[src/rtl/afq_pkg.sv]
package afq_pkg;
  // control/status bit positions, decoded by software
  localparam int B_EN      = 0;
  localparam int B_RXON    = 1;
  localparam int B_TXON    = 2;
  localparam int B_TXCLR   = 3;
  localparam int B_RXCLR   = 4;
  localparam int B_DMAEN   = 9;
  localparam int B_TXERR   = 15;
  localparam int B_RXERR   = 16;
  localparam int B_TXW     = 17;
  localparam int B_RXR     = 18;
  localparam int B_TXFREE  = 19;
  localparam int B_RXDATA  = 20;
  localparam int B_TXEMPTY = 21;
  localparam int B_RXFULL  = 22;
  localparam int B_SYNC    = 24;

  localparam logic [1:0] A_CSR  = 2'd0;
  localparam logic [1:0] A_DATA = 2'd1;
  localparam logic [1:0] A_LVL  = 2'd2;

  // threshold compare used for the transmit direction
  function automatic logic at_or_below(logic [31:0] occ, logic [31:0] lvl);
    return occ <= lvl;
  endfunction

  // threshold compare used for the receive direction
  function automatic logic at_or_above(logic [31:0] occ, logic [31:0] lvl);
    return occ >= lvl;
  endfunction
endpackage

[src/rtl/afq_tick_delay.sv]
module afq_tick_delay #(
  parameter int N = 2,
  localparam int CTW = $clog2(N + 1)
) (
  input  logic clk,
  input  logic rst_n,
  input  logic start,
  input  logic tick,
  output logic done
);
  logic [CTW-1:0] cnt;
  logic           busy;

  assign busy = cnt != '0;
  assign done = tick && !start && (cnt == CTW'(1));

  always_ff @(posedge clk or negedge rst_n) begin
    if (!rst_n)             cnt <= '0;
    else if (start)         cnt <= CTW'(N);
    else if (tick && busy)  cnt <= cnt - 1'b1;
  end

  // a finished delay leaves the counter idle until restarted
  p_delay_ends_r5: assert property (@(posedge clk) disable iff (!rst_n)
    done |=> !busy);
  // a start always arms the counter
  p_delay_arms_r6: assert property (@(posedge clk) disable iff (!rst_n)
    start |=> busy);
endmodule

[src/rtl/afq_fifo.sv]
module afq_fifo #(
  parameter int DATA_W = 32,
  parameter int DEPTH  = 64,
  localparam int AW = $clog2(DEPTH),
  localparam int CW = $clog2(DEPTH + 1)
) (
  input  logic              clk,
  input  logic              rst_n,
  input  logic              clr,
  input  logic              push,
  input  logic [DATA_W-1:0] wdata,
  input  logic              pop,
  output logic [DATA_W-1:0] head,
  output logic [CW-1:0]     count,
  output logic              full,
  output logic              empty,
  output logic              overflow,
  output logic              underflow
);
  logic [DATA_W-1:0] mem [DEPTH];
  logic [AW-1:0]     wp, rp;
  logic              do_push, do_pop;

  assign full      = count == CW'(DEPTH);
  assign empty     = count == '0;
  assign do_push   = push && !full;
  assign do_pop    = pop && !empty;
  assign overflow  = push && full;
  assign underflow = pop && empty;
  assign head      = mem[rp];

  always_ff @(posedge clk or negedge rst_n) begin
    if (!rst_n) begin
      wp <= '0; rp <= '0; count <= '0;
    end else if (clr) begin
      wp <= '0; rp <= '0; count <= '0;
    end else begin
      if (do_push) wp <= wp + 1'b1;
      if (do_pop)  rp <= rp + 1'b1;
      count <= count + CW'(do_push) - CW'(do_pop);
    end
  end

  always_ff @(posedge clk) begin
    if (do_push && !clr) mem[wp] <= wdata;
  end

  // occupancy never exceeds the depth
  p_count_bound_r2: assert property (@(posedge clk) disable iff (!rst_n)
    count <= CW'(DEPTH));
  // a clear leaves the queue empty
  p_clear_empties_r5: assert property (@(posedge clk) disable iff (!rst_n)
    clr |=> empty);
  // a full queue with no pop stays full (extra words dropped)
  p_full_holds_r4: assert property (@(posedge clk) disable iff (!rst_n)
    (full && !pop && !clr) |=> full);
endmodule

[src/rtl/afq_top.sv]
module afq_top #(
  parameter int DATA_W    = 32,
  parameter int DEPTH     = 64,
  parameter int CLR_TICKS = 2,
  parameter int LVL_W     = 7,
  localparam int CW  = $clog2(DEPTH + 1),
  localparam int NEV = 3
) (
  input  logic              clk,
  input  logic              rst_n,
  input  logic              bclk_tick,
  input  logic              reg_wr,
  input  logic              reg_rd,
  input  logic [1:0]        reg_addr,
  input  logic [DATA_W-1:0] reg_wdata,
  output logic [DATA_W-1:0] reg_rdata,
  input  logic              tx_word_req,
  output logic [DATA_W-1:0] tx_word,
  input  logic              rx_word_vld,
  input  logic [DATA_W-1:0] rx_word,
  output logic              tx_dreq,
  output logic              rx_dreq,
  output logic              tx_panic,
  output logic              rx_panic
);
  import afq_pkg::*;

  logic en_q, rxon_q, txon_q, dmaen_q, txerr_q, rxerr_q, sync_wr_q, sync_rd_q;
  logic [LVL_W-1:0] rx_req_q, tx_req_q, rx_pan_q, tx_pan_q;

  // named bus events
  logic csr_wr, data_wr, data_rd, lvl_wr;
  assign csr_wr  = reg_wr && reg_addr == A_CSR;
  assign data_wr = reg_wr && reg_addr == A_DATA;
  assign data_rd = reg_rd && reg_addr == A_DATA;
  assign lvl_wr  = reg_wr && reg_addr == A_LVL;

  // slot-side events after gating
  logic tx_pop, rx_push;
  assign tx_pop  = tx_word_req && en_q && txon_q;
  assign rx_push = rx_word_vld && en_q && rxon_q;

  // delayed events: 0 = transmit clear, 1 = receive clear, 2 = sync echo
  logic [NEV-1:0] ev_start, ev_done;
  assign ev_start[0] = csr_wr && reg_wdata[B_TXCLR];
  assign ev_start[1] = csr_wr && reg_wdata[B_RXCLR];
  assign ev_start[2] = csr_wr && (reg_wdata[B_SYNC] != sync_wr_q);

  for (genvar g = 0; g < NEV; g++) begin : g_dly
    afq_tick_delay #(.N(CLR_TICKS)) u_dly (
      .clk(clk), .rst_n(rst_n), .start(ev_start[g]),
      .tick(bclk_tick), .done(ev_done[g])
    );
  end

  logic [CW-1:0]     tx_cnt, rx_cnt;
  logic              tx_full, tx_empty, rx_full, rx_empty;
  logic              tx_ovf, tx_unf, rx_ovf, rx_unf;
  logic [DATA_W-1:0] rx_head;

  afq_fifo #(.DATA_W(DATA_W), .DEPTH(DEPTH)) u_txq (
    .clk(clk), .rst_n(rst_n), .clr(ev_done[0]), .push(data_wr), .wdata(reg_wdata),
    .pop(tx_pop), .head(tx_word), .count(tx_cnt), .full(tx_full), .empty(tx_empty),
    .overflow(tx_ovf), .underflow(tx_unf)
  );

  afq_fifo #(.DATA_W(DATA_W), .DEPTH(DEPTH)) u_rxq (
    .clk(clk), .rst_n(rst_n), .clr(ev_done[1]), .push(rx_push), .wdata(rx_word),
    .pop(data_rd), .head(rx_head), .count(rx_cnt), .full(rx_full), .empty(rx_empty),
    .overflow(rx_ovf), .underflow(rx_unf)
  );

  always_ff @(posedge clk or negedge rst_n) begin
    if (!rst_n) begin
      en_q <= 1'b0; rxon_q <= 1'b0; txon_q <= 1'b0; dmaen_q <= 1'b0;
      txerr_q <= 1'b0; rxerr_q <= 1'b0; sync_wr_q <= 1'b0; sync_rd_q <= 1'b0;
      rx_req_q <= '0; tx_req_q <= '0; rx_pan_q <= '0; tx_pan_q <= '0;
    end else begin
      if (csr_wr) begin
        en_q      <= reg_wdata[B_EN];
        rxon_q    <= reg_wdata[B_RXON];
        txon_q    <= reg_wdata[B_TXON];
        dmaen_q   <= reg_wdata[B_DMAEN];
        sync_wr_q <= reg_wdata[B_SYNC];
      end
      // new error events win over a same-cycle write-one-to-clear
      txerr_q <= (txerr_q && !(csr_wr && reg_wdata[B_TXERR])) || tx_ovf || tx_unf;
      rxerr_q <= (rxerr_q && !(csr_wr && reg_wdata[B_RXERR])) || rx_ovf || rx_unf;
      if (ev_done[2]) sync_rd_q <= sync_wr_q;
      if (lvl_wr) begin
        rx_req_q <= reg_wdata[0  +: LVL_W];
        tx_req_q <= reg_wdata[8  +: LVL_W];
        rx_pan_q <= reg_wdata[16 +: LVL_W];
        tx_pan_q <= reg_wdata[24 +: LVL_W];
      end
    end
  end

  // threshold hits, ungated (status) and gated (DMA lines)
  logic tx_req_hit, rx_req_hit, tx_pan_hit, rx_pan_hit, tx_dma_ok, rx_dma_ok;
  assign tx_req_hit = at_or_below(32'(tx_cnt), 32'(tx_req_q));
  assign tx_pan_hit = at_or_below(32'(tx_cnt), 32'(tx_pan_q));
  assign rx_req_hit = at_or_above(32'(rx_cnt), 32'(rx_req_q));
  assign rx_pan_hit = at_or_above(32'(rx_cnt), 32'(rx_pan_q));
  assign tx_dma_ok  = dmaen_q && txon_q;
  assign rx_dma_ok  = dmaen_q && rxon_q;
  assign tx_dreq    = tx_dma_ok && tx_req_hit;
  assign tx_panic   = tx_dma_ok && tx_pan_hit;
  assign rx_dreq    = rx_dma_ok && rx_req_hit;
  assign rx_panic   = rx_dma_ok && rx_pan_hit;

  logic [DATA_W-1:0] csr_rd, lvl_rd;
  always_comb begin
    csr_rd = '0;
    csr_rd[B_EN]      = en_q;
    csr_rd[B_RXON]    = rxon_q;
    csr_rd[B_TXON]    = txon_q;
    csr_rd[B_DMAEN]   = dmaen_q;
    csr_rd[B_TXERR]   = txerr_q;
    csr_rd[B_RXERR]   = rxerr_q;
    csr_rd[B_TXW]     = tx_req_hit;
    csr_rd[B_RXR]     = rx_req_hit;
    csr_rd[B_TXFREE]  = !tx_full;
    csr_rd[B_RXDATA]  = !rx_empty;
    csr_rd[B_TXEMPTY] = tx_empty;
    csr_rd[B_RXFULL]  = rx_full;
    csr_rd[B_SYNC]    = sync_rd_q;
    lvl_rd = '0;
    lvl_rd[0  +: LVL_W] = rx_req_q;
    lvl_rd[8  +: LVL_W] = tx_req_q;
    lvl_rd[16 +: LVL_W] = rx_pan_q;
    lvl_rd[24 +: LVL_W] = tx_pan_q;
  end

  always_comb begin
    unique case (reg_addr)
      A_CSR:   reg_rdata = csr_rd;
      A_DATA:  reg_rdata = rx_head;
      A_LVL:   reg_rdata = lvl_rd;
      default: reg_rdata = '0;
    endcase
  end

  // transmit DMA lines only when DMA and transmit are on
  p_tx_dma_gate_r8: assert property (@(posedge clk) disable iff (!rst_n)
    (tx_dreq || tx_panic) |-> (dmaen_q && txon_q));
  // receive DMA lines only when DMA and receive are on
  p_rx_dma_gate_r9: assert property (@(posedge clk) disable iff (!rst_n)
    (rx_dreq || rx_panic) |-> (dmaen_q && rxon_q));
  // error bit is sticky unless written with 1
  p_txerr_sticky_r4: assert property (@(posedge clk) disable iff (!rst_n)
    (txerr_q && !(csr_wr && reg_wdata[B_TXERR])) |=> txerr_q);
  // sync readback moves only when its delay finishes
  p_sync_hold_r6: assert property (@(posedge clk) disable iff (!rst_n)
    !ev_done[2] |=> $stable(sync_rd_q));
  // a gated-off pop leaves transmit occupancy alone
  p_tx_gate_r3: assert property (@(posedge clk) disable iff (!rst_n)
    (tx_word_req && !(en_q && txon_q) && !data_wr && !ev_done[0]) |=> $stable(tx_cnt));
endmodule

[config.mk]
export PLATFORM = sky130hd
export DESIGN_NAME = afq_top
export DESIGN_NICKNAME = d
export VERILOG_FILES = /design/src/rtl/afq_pkg.sv /design/src/rtl/afq_tick_delay.sv /design/src/rtl/afq_fifo.sv /design/src/rtl/afq_top.sv
export SDC_FILE = /design/constraint.sdc
export NUM_CORES = 2
export LEC_CHECK = 0
export BUFFER_PORTS_ARGS = -buffer_cell sky130_fd_sc_hd__clkbuf_2
export CAP_MARGIN = 15
export CORE_ASPECT_RATIO = 1.75
export CORE_MARGIN = 2
export CORE_UTILIZATION = 36
export DETAILED_ROUTE_END_ITERATION = 6
export GPL_TIMING_DRIVEN = 0
export PLACE_DENSITY_LB_ADDON = 0.05
export SLEW_MARGIN = 20
export SYNTH_ARGS = -nofsm -noshare
export SYNTH_HDL_FRONTEND = slang
export SYNTH_SLANG_ARGS = --single-unit
[constraint.sdc]
create_clock -name clk -period 3.9 [get_ports clk]
set_input_delay 0.585 -clock clk [delete_from_list [all_inputs] [get_ports clk]]
set_output_delay 0.585 -clock clk [all_outputs]
set_load 0.02 [all_outputs]
==> results.md <==
- Run status: finished, violations left
- Violations in the final reports: design-rule violations, negative setup slack
- Leakage power: roughly 63 nW
- Drt first pass iters: 7
- Antenna viol nets, final: 0
- Clk buf depth: 4
- Cell repeated most along the worst path: buf_16
- Simple-Gate Fraction of Synth Area: under 10%
- Max-cap violations: 0
- DIE AREA: about 0.45 mm2
- Hold Slack: 69.2 ps
- CTS tree: done
- Vias per Instance: 5.70
- Pwr Total: 127 mW
- Startpoint types: flop
- Post-DP HPWL: 447000 um
- Reg2reg path depth: 10
- Hold EP: u_txq.mem[8][12]$_DFFE_PP_
- Synth Area in Adders: 0.459%
- Main combinational cell family by area after synthesis: multiplexers
- CP delay by family, top: buffers and inverters
- Worst R2R Start: u_rxq.count[4]$_DFF_PN0_
- Number of global-route vias before repair: about 85000
- Critical-path maximum fanout: 6
- Pwr Density: about 630 mW/mm2
- Overflow after GRT: 0
- CP Class: reg -> out
- Violation count after the first detailed-route iteration: 8464
- Fillers: roughly 38000
- Final setup violation count: 64
- Final nets: approximately 8300
- Synth cell types: just under 60
- Core ar.: ~0.45 mm2
- CP max-delay cell: mux4_2
- Syn Area/Cell: 23.6 um2
- Area after DPL: about 0.18 mm2
- Synth Instances: just under 7000
- Fin util: approximately 45%
- CTS Buf Count: 407
- Final worst slack: -1210 ps
- Routed len/inst: approximately 44 um
- GP Congestion: a little under 0.9
- Max incr delay on CP: ~560 ps
- CP arrival: 4530 ps
- Root buffer cell: clkbuf_16
- Worst Hold Launch: reg_wdata[12]
- Cell area after synthesis: about 0.16 mm2
- Die Y: 890 um
- Setup_tns: -48480 ps
- Synth async-reset ratio: approximately 1.9%
- Synth-to-layout area growth: 24.4%
- Via count: 81800
- Synth Flop Type: edfxtp_1
- Yosys Warn Count: 0
- Pre-CTS setup slack: -2380 ps
- Most common cell after layout, fill and taps aside: edfxtp_1
- CP required: 3310 ps
- Slew Viols, Final: 0
- Multiplexer share of the synthesized area: a little under a fifth
- Slew HR: 12.8%
- Initial core utilization: between 30% and 40%
- Global-route wire length before repair: 817000 um
- Standard-cell rows: between 300 and 400
- Hold Crit Depth: 1
- Post-synth EDFFs: slightly above 4000
- R2R Setup Slk: approximately 20 ps
- Largest net degree at the start of global routing: slightly above 70
- Htree depth: 5
- Final-report hold violation count: 0
- Initial antenna violation count: 31
- Minimum clock period after layout: 5110 ps
- Hold WC Path Type: in -> reg
- Tot GR Track Use: 27.5%
- RSZ-0062 raised after global routing: yes
- Seq cells post-synth: around 4200
- Post-Layout Inst Area: 0.201 mm2
- Most frequent cells in the layout: edfxtp_1 (4096), mux4_2 (1203), clkbuf_16 (426)
- Fin cells: roughly 14000
- Die width: 510 um
- Post-Synth XOR/XNOR Area: less than 1%
- Placed Instances: between 10000 and 15000
- Clk pin slew, worst setup/hold paths: roughly 70 ps
- Buffers on Ports: roughly 140
- Synthesized net count: approximately 7000
- Worst skew pair latency: approximately 960 ps
- Setup Skew: about 58 ps
- Peak VDD IR: around 0.42 mV
- Routed WL: between 600000 and 700000 um
- Worst setup EP type: output port
- # clock sinks: approximately 4200
- Fmax: about 0.2 GHz
- Synth Area in Compound Gates: around 1.3%
- I/O Pins: approximately 140
- Final worst-path cycle share: 131%
- Buf+Inv Stages, Crit Path: 6
- Seq/Total Area, Yosys: 77.5%
- Share of cells above drive strength 1: between 40% and 50%
- Drt drc: 1
- Worst slew pin tran: 1310 ps
- Crit path cell chain: buf_16 > buf_12 > buf_16 > buf_16 > mux4_2 > mux2i_4 > a211oi_2 > buf_6 > a31oi_4 > nand4_1 > clkbuf_8
- FF-to-FF End: u_rxq.mem[44][27]$_DFFE_PP_
[layout make-up]
type                    count  area [um2]  share of cell area, %
multi-input cells        2225       37000                   18.4
repair buffers            903       13400                   6.70
inverters                  57         220                  0.110
flip-flops and latches   4176      125000                   62.3
diodes                     17        42.5                 0.0212
clock buffers             505       10800                   5.37
clock inverters           230        2240                   1.12
plain buffers             360        4640                   2.31
well taps                5886        7360                   3.67
[registers in the layout, summed over array words and instances (netlist names), 6 cells and up]
name and flops:
tx_req_q 7, u_txq.wp 6, u_rxq.mem 2048, rx_req_q 7, u_txq.count 7, u_rxq.rp 6
rx_pan_q 7, g_dly.u_dly.cnt 6, u_txq.mem 2048, tx_pan_q 7, u_rxq.wp 6, u_rxq.count 7
u_txq.rp 6
[repair_timing]
| action | in CTS | in global routing |
|---|---|---|
| setup buffers | 137 | 129 |
| pin swaps | 48 | 79 |
| hold buffers | 10 | 0 |
| cloned | 12 | 9 |
| endpoints found under the hold margin | 157 | 0 |
| resized for setup | 1074 | 317 |
| endpoints found under the setup margin | 2481 | 472 |
[synthesized netlist by cell type, types with 7 or more instances]
| cell | number | share of area (%) |
|---|---|---|
| nand3b_1 | 8 | 0.037 |
| buf_2 | 100 | 0.31 |
| a22oi_1 | 13 | 0.061 |
| nand3_1 | 24 | 0.074 |
| mux2i_1 | 140 | 0.87 |
| o221ai_1 | 8 | 0.043 |
| clkbuf_1 | 131 | 0.30 |
| xnor2_1 | 12 | 0.065 |
| a211oi_1 | 79 | 0.37 |
| a21oi_1 | 86 | 0.27 |
| mux4_2 | 1203 | 17 |
| nand4_1 | 15 | 0.058 |
| buf_6 | 20 | 0.14 |
| buf_1 | 56 | 0.13 |
| o211ai_1 | 7 | 0.033 |
| o22ai_1 | 22 | 0.085 |
| buf_4 | 59 | 0.27 |
| or3_1 | 7 | 0.027 |
| edfxtp_1 | 4096 | 76 |
| nand2b_1 | 12 | 0.047 |
| xor2_1 | 18 | 0.098 |
| a2111oi_0 | 14 | 0.076 |
| nand2_1 | 68 | 0.16 |
| inv_1 | 56 | 0.13 |
| o21ai_0 | 40 | 0.12 |
| nor3_1 | 28 | 0.087 |
| mux2_2 | 53 | 0.37 |
| nor2_1 | 173 | 0.40 |
| nor2b_1 | 69 | 0.27 |
| ha_1 | 56 | 0.43 |
| dfrtp_1 | 80 | 1.2 |
[worst max path at each step]
| stage | cells after the start | to | start |
|---|---|---|---|
| 5_1_grt | 11 | reg_rdata[10] | u_rxq.rp[0]$_DFFE_PN0P_ |
| 3_5_place_dp | 12 | reg_rdata[28] | u_rxq.rp[1]$_DFFE_PN0P_ |
| 3_3_place_gp | 7 | u_txq.mem[55][7]$_DFFE_PP_ | reg_addr[1] |
| 2_1_floorplan | 7 | u_txq.mem[15][0]$_DFFE_PP_ | reg_addr[1] |
| 4_1_cts | 10 | reg_rdata[3] | u_rxq.rp[3]$_DFFE_PN0P_ |
| 6_report | 11 | reg_rdata[10] | u_rxq.rp[0]$_DFFE_PN0P_ |
[worst register-to-register path, stage by stage, from the launching register on]
cell and delay (ps):
dfrtp_1 470, inv_1 100, ha_1 200, and4_1 220, nand2_1 120, and4_2 470
and3b_1 350, nand2_1 500, nor2_4 570, buf_12 280, buf_12 210
[metal layers]
layer  global-route usage (%)  share of wire (%)  wire (um)  vias up
met2                     52.1                 55     348000     3010
li1                         -                  -          -    31900
met5                        0              0.013         84        -
met3                     3.39                4.3      27200     1114
met1                     29.1                 33     209000    45700
met4                     15.2                7.1      44700       14
[where the power goes]
part / internal [mW] / leakage [nW] / switching, mW
clock: 22.4 / 6.36 / 17.5
combinational: 16.9 / 18.6 / 19.9
sequential: 49.6 / 37.8 / 0.383
[logic make-up after synthesis]
| kind of cell | Yosys count |
|---|---|
| adders and majority gates | 58 |
| muxes | 1396 |
| and+or+nand+nor | 432 |
| xor gates and xnor gates | 30 |
| buffers and inverters | 424 |
| DFF | 4176 |
| AOI/OAI and AO/OA | 309 |
Power figures use the tool's default switching activity.
